File: config.mk
export PLATFORM = sky130hd
export DESIGN_NAME = tick_cmp_timer
export DESIGN_NICKNAME = d
export VERILOG_FILES = /design/src/rtl/tick_cmp_timer.sv
export SDC_FILE = /design/constraint.sdc
export NUM_CORES = 1
export LEC_CHECK = 0
export BUFFER_PORTS_ARGS = -buffer_cell sky130_fd_sc_hd__buf_2
export CAP_MARGIN = 10
export CORE_MARGIN = 1.5
export CORE_UTILIZATION = 40
export DETAILED_ROUTE_END_ITERATION = 8
export SLEW_MARGIN = 20
export SYNTH_ARGS = -nofsm -noshare
export SYNTH_HDL_FRONTEND = slang
export SYNTH_SLANG_ARGS = --single-unit
File: constraint.sdc
create_clock -name clk -period 3.9 [get_ports clk]
set_input_delay 0.585 -clock clk [delete_from_list [all_inputs] [get_ports clk]]
set_output_delay 0.585 -clock clk [all_outputs]
set_load 0.01 [all_outputs]
File: src/rtl/tick_cmp_timer.sv
`timescale 1ns/1ps
module tick_cmp_timer #(
  parameter int DIV  = 100,
  parameter int LO_W = 32
) (
  input  logic        clk,
  input  logic        rst_n,
  input  logic        bus_wr,
  input  logic [2:0]  bus_addr,
  input  logic [31:0] bus_wdata,
  output logic [31:0] bus_rdata,
  output logic [3:0]  irq
);
  localparam int DW = (DIV > 1) ? $clog2(DIV) : 1;
  localparam int CW = LO_W + 32;

  logic [DW-1:0]   div_cnt;
  logic            tick;
  logic [CW-1:0]   cnt;
  logic [LO_W-1:0] lo_next;
  logic [LO_W-1:0] cmp [4];
  logic [3:0]      stat, set_vec, clr_vec;

  assign tick    = (div_cnt == DW'(DIV - 1));
  assign lo_next = cnt[LO_W-1:0] + LO_W'(1);
  assign clr_vec = (bus_wr && bus_addr == 3'd0) ? bus_wdata[3:0] : 4'b0;
  assign irq     = stat;

  always_ff @(posedge clk) begin
    if (!rst_n) begin
      div_cnt <= '0;
      cnt     <= '0;
    end else begin
      div_cnt <= tick ? '0 : div_cnt + DW'(1);
      if (tick) cnt <= cnt + CW'(1);
    end
  end

  for (genvar g = 0; g < 4; g++) begin : g_ch
    assign set_vec[g] = tick && (lo_next == cmp[g]);
    always_ff @(posedge clk) begin
      if (!rst_n)                                 cmp[g] <= '0;
      else if (bus_wr && bus_addr == 3'(3 + g))   cmp[g] <= bus_wdata[LO_W-1:0];
    end
  end

  always_ff @(posedge clk) begin
    if (!rst_n) stat <= '0;
    else        stat <= (stat & ~clr_vec) | set_vec;
  end

  always_comb begin
    case (bus_addr)
      3'd0:    bus_rdata = {28'b0, stat};
      3'd1:    bus_rdata = 32'(cnt[LO_W-1:0]);
      3'd2:    bus_rdata = cnt[CW-1:LO_W];
      3'd3:    bus_rdata = 32'(cmp[0]);
      3'd4:    bus_rdata = 32'(cmp[1]);
      3'd5:    bus_rdata = 32'(cmp[2]);
      3'd6:    bus_rdata = 32'(cmp[3]);
      default: bus_rdata = 32'b0;
    endcase
  end
endmodule

* Yosys cells after proc, flatten, opt, wreduce, memory -nomap -nowiden
Memories as Yosys holds them, arrays and structs flattened. Cells that the tools add are included.
Cells by class: eq/ne operators 11, multiply operators 0, $lt $le $gt $ge 0, multiplexer cells 19, reduce and logical (&&, ||, !) cells 11, bitwise operators 8, add/subtract/negate cells 3, div/mod/pow operators 0, shift operators 0
Operator list (count):
- 32-bit one-hot mux with 7 select lines | 1
- 32-bit == test | 4
- 32-bit 2-to-1 mux | 4
- 64-bit by 1-bit adder with 64-bit output (second input constant) | 1
- 32-bit by 1-bit adder with 32-bit output (second input constant) | 1
- 1-bit 2-to-1 mux | 13
- 3-bit == test (second input constant) | 3
- 1-bit logical AND | 9
- 7-bit by 1-bit adder with 7-bit output (second input constant) | 1
- 7-bit == test (second input constant) | 1
- 3-bit by 2-bit == test with 1-bit output (second input constant) | 2
- 4-bit AND | 1
- 4-bit 2-to-1 mux | 1
- 4-bit inverter | 1
- 1-bit bitwise OR | 4
- 4-bit bitwise OR | 1
- 3-bit by 1-bit == test with 1-bit output (second input constant) | 1
- 3-bit logical NOT | 1
- 2-bit OR reduction | 1
- 1-bit inverter | 1
Word-level totals: word-level logic and storage cells 56, register bits after elaboration 75, memories 1, bits in latches 0, bits in writable memories 128, output and inout port bits 36, input port bits 38, ROM bits 0
Memory list:
- cmp | depth 4, bits a word 32, read ports 4, clocked after memory_dff 0, wr ports 4, RTL line 21 | logic [LO_W-1:0] cmp [4];

* Depth between registers and ports, before layout
depth in word-level cells 6, depth in mapped cells 12, gate-level depth less buffers 9

* Worst setup path before layout
No wires, ideal clock.
kind reg2reg, from register cnt[1], to register stat[3] (netlist: irq[3]), buffers on the path 2, library setup time 87 ps, clock period less this slack 3078 ps, required time 3813 ps, path slack 822 ps, cell stages (with the launch flop) 12, data arrival time 2991 ps, path through dfxtp_1 ha_1 buf_4 nand3_2 or4_1 buf_6 nor2_8 xnor2_2 xnor2_1 or4_1 or4_1 o31ai_1
On the way: cells in the longest elaborated chain, start to end 4
Ends and longest elaborated chain:
- start, declared | RTL line 19 | logic [CW-1:0] cnt;
- start signal, assigned | RTL line 35 | if (tick) cnt <= cnt + CW'(1);
- 32-bit by 1-bit adder with 32-bit output | RTL line 25 | assign lo_next = cnt[LO_W-1:0] + LO_W'(1);
- 32-bit == test | RTL line 40 | assign set_vec[g] = tick && (lo_next == cmp[g]);
- 1-bit logical AND | RTL line 40
- 4-bit bitwise OR | RTL line 49 | else stat <= (stat & ~clr_vec) | set_vec;
- end signal, assigned | RTL line 49
- end, declared | RTL line 22 | logic [3:0] stat, set_vec, clr_vec;
No other way between the ends. A chain may end at the register's enable or synchronous reset.

* Worst setup path in the final report
from register cnt[7], to register stat[2] (netlist: irq[2])
The elaborated chain is that of the path after synthesis.

==> metrics.md <==
| Metric | Value |
|---|---|
| Outcome | `finished, final reports clean` |
| Clock Tree Buf Depth | `3` |
| Cell Chain, Critical Path | `nand4_4 -> buf_4 -> or4_1 -> xor2_1 -> o22ai_1 -> a211oi_1 -> nand3_1 -> nor4_1 -> a31o_1` |
| Final cycle utilization of the critical path | `0.8947` |
| Gpl congestion | `0.9977` |
| Power per standard cell area | `369.0 nW/um^2` |
| Chip width | `183.0 microns` |
| Hold Vio Cnt, Final | `0` |
| Main flop type after synthesis | `edfxtp_1` |
| Vias | `11349` |
| Dpl cells | `1825` |
| Dpl hpwl | `39.63 mm` |
| Leakage power | `5.400 nW` |
| Crit-path max cell delay | `660 ps` |
| Share of cells above drive strength 1 | `0.1396` |
| Syn avg cell area | `9.392 sq um` |
| Synth Register Bits | `203` |
| FMAX | `0.2866 GHz` |
| Most common cell after layout, fill and taps aside | `and2_1` |
| Drt first pass iters | `5` |
| Num ports | `74` |
| # diodes | `0` |
| Yosys top cell area share | `0.2966` |
| GRT overflow | `0` |
| Startpoint class of the critical path | `flip-flop` |
| Number of vias per cell | `6.066` |
| Clk Latency, worst-skew pair | `570 ps` |
| Headroom to the max-slew limit | `0.3822` |
| Register area share after synthesis | `0.4124` |
| Initial Util | `0.4086` |
| Core Rows | `65` |
| Post-CTS Resized | `0` |
| Input/output buffers | `73` |
| Delay-heaviest family, CP | `simple AND/OR/NAND/NOR gates` |
| DRC viols | `0` |
| Post-synth ARST share | `0` |
| Syn nets | `1420` |
| Worst-path clk slew | `70 ps` |
| Die Y | `183.0 microns` |
| Least-Margin Pin Slew | `917.1 ps` |
| Synth unique cells | `77` |
| Synth-to-layout area growth | `14.56%` |
| Post-CTS Hold Buffers | `0` |
| Finished Layout Cells | `1871` |
| Nets | `1490` |
| Slowest cell on the critical path | `or4_1` |
| CP bufs+invs | `1` |
| Total Neg Setup Slack | `0 ps` |
| DRT iter0 DRCs | `1245` |
| Global-route wire length before repair | `76.73 mm` |
| Routed wire length | `52.12 mm` |
| Largest cells by area after synthesis | `edfxtp_1 30%, dfxtp_1 12%, and2_1 8.8%` |
| CTS buffer count | `25` |
| Slew Limit Fails | `0` |
| Antenna Violating Nets Remaining | `0` |
| Setup Skew | `22.73 ps` |
| CTS tree | `built` |
| Initial antenna violation count | `1` |
| WP data required | `4410 ps` |
| Synth Cell Area | `12960 sq um` |
| Maxcap violations | `0` |
| Min Tclk post-route | `3489 ps` |
| RSZ-0062 raised after global routing | `no` |
| Hold crit path type | `primary input to flip-flop` |
| Tot GR Track Use | `0.3132` |
| Core Region | `31720 sq um` |
| Clk root buf | `clkbuf_16` |
| Most frequent cells in the layout | `183 x and2_1, 128 x edfxtp_1, 122 x xnor2_1` |
| Full die area | `33490 sq um` |
| Vias in the first global route | `10880` |
| Worst reg-to-reg path cell count | `9` |
| CP Depth | `9` |
| Setup repair bufs after CTS | `0` |
| Critical path type | `flip-flop to flip-flop` |
| Hold Path Stages | `2` |
| Worst Path Arrival | `4000 ps` |
| Final setup viols | `0` |
| EDFF count, synth | `128` |
| Worst-path maximum fanout | `10` |
| H-tree lvl count | `1` |
| CTS Sinks | `203` |
| WL/cell | `27.86 microns` |
| Yosys top cell by area | `edfxtp_1` |
| Syn. warnings | `0` |
| Largest net degree at the start of global routing | `45` |
| Post-Syn Instances | `1380` |
| Max VDD drop | `0.3046 mV` |
| Setup crit end kind | `flip-flop` |
[cells in the mapped netlist (4+ instances only)]
cell,instances
o22ai_1,5
nor3_1,31
mux2i_1,11
nor2b_1,18
nand4_1,37
a221oi_1,5
o211ai_1,5
o2111ai_1,7
a22oi_1,87
clkbuf_1,72
nand3b_1,9
and2_1,182
dfxtp_1,75
buf_1,4
xnor2_1,122
or4_1,6
buf_4,9
a32oi_1,4
nor4_1,22
and4_1,4
a221o_1,4
a311oi_1,6
nor2_1,62
a211oi_1,7
and3_1,29
xor2_1,71
nand2_1,78
nor3b_1,10
o21ai_0,35
a21boi_0,13
buf_2,12
or3_1,16
a21oi_1,27
nand3_1,72
nand2b_1,8
a31oi_1,6
inv_1,15
edfxtp_1,128
[registers in the layout, indices dropped and copies added, names as in the netlist]
| name | cells |
|---|---|
| cmp | 128 |
| cnt | 64 |
| div_cnt | 7 |
| irq | 4 |
[final cells by class]
class	count	area, sq um
clock buffers	28	636.9
fillers	3074	16870
clock inverters	18	232.7
flip-flops and latches	203	5345
well taps	402	503.0
multi-input cells	1062	7121
repair buffers	143	953.4
inverters	15	56.30
[final timing paths]
| kind | from | slack [ps] | to |
|---|---|---|---|
| max | cnt[7] | 410 | irq[2] |
| max reg2reg | cnt[7] | 410 | irq[2] |
| min | bus_wdata[14] | 330 | cmp[0][46] |
| min reg2reg | div_cnt[0] | 440 | div_cnt[0] |
[metal layers]
metal  global-route usage  vias to the layer above  part of all wire
met2               0.4805                      533              0.44
li1                     -                     5141                 -
met4              0.07016                        0             0.022
met3              0.05222                       78             0.082
met1               0.4601                     5597              0.46
met5                    0                        -                 0
[cells by family after synthesis]
group                    after synthesis  synth area share
flip-flops                           203            0.4124
XOR/XNOR                             194            0.1317
AND/OR/NAND/NOR                      613            0.2736
buffers and inverters                115           0.03881
adder cells (fa/ha/maj)                3          0.002703
multiplexers                          12          0.009364
AO/OA/AOI/OAI                        240            0.1315
[per-stage QoR]
step                worst slack [ps]  hold WS, ps    util  cell area, sq um  total power [mW]
global placement               540.4        426.3  0.4407             13980             2.998
global route                   273.0        329.6  0.4681             14850             5.638
detailed placement             521.8        435.0  0.4407             13980             2.998
CTS                            517.4        310.3  0.4681             14850             5.501
finish                         410.6        325.6  0.4681             14850             5.480
floorplan                      822.3        413.0       -             12960             2.746
[report_power, final]
group	switching [mW]	total, mW	internal, mW	leakage [nW]
sequential	0.121	2.50	2.38	1.84
combinational	0.288	0.461	0.174	3.14
clock	1.00	2.52	1.51	0.420
Power figures use the tool's default switching activity.
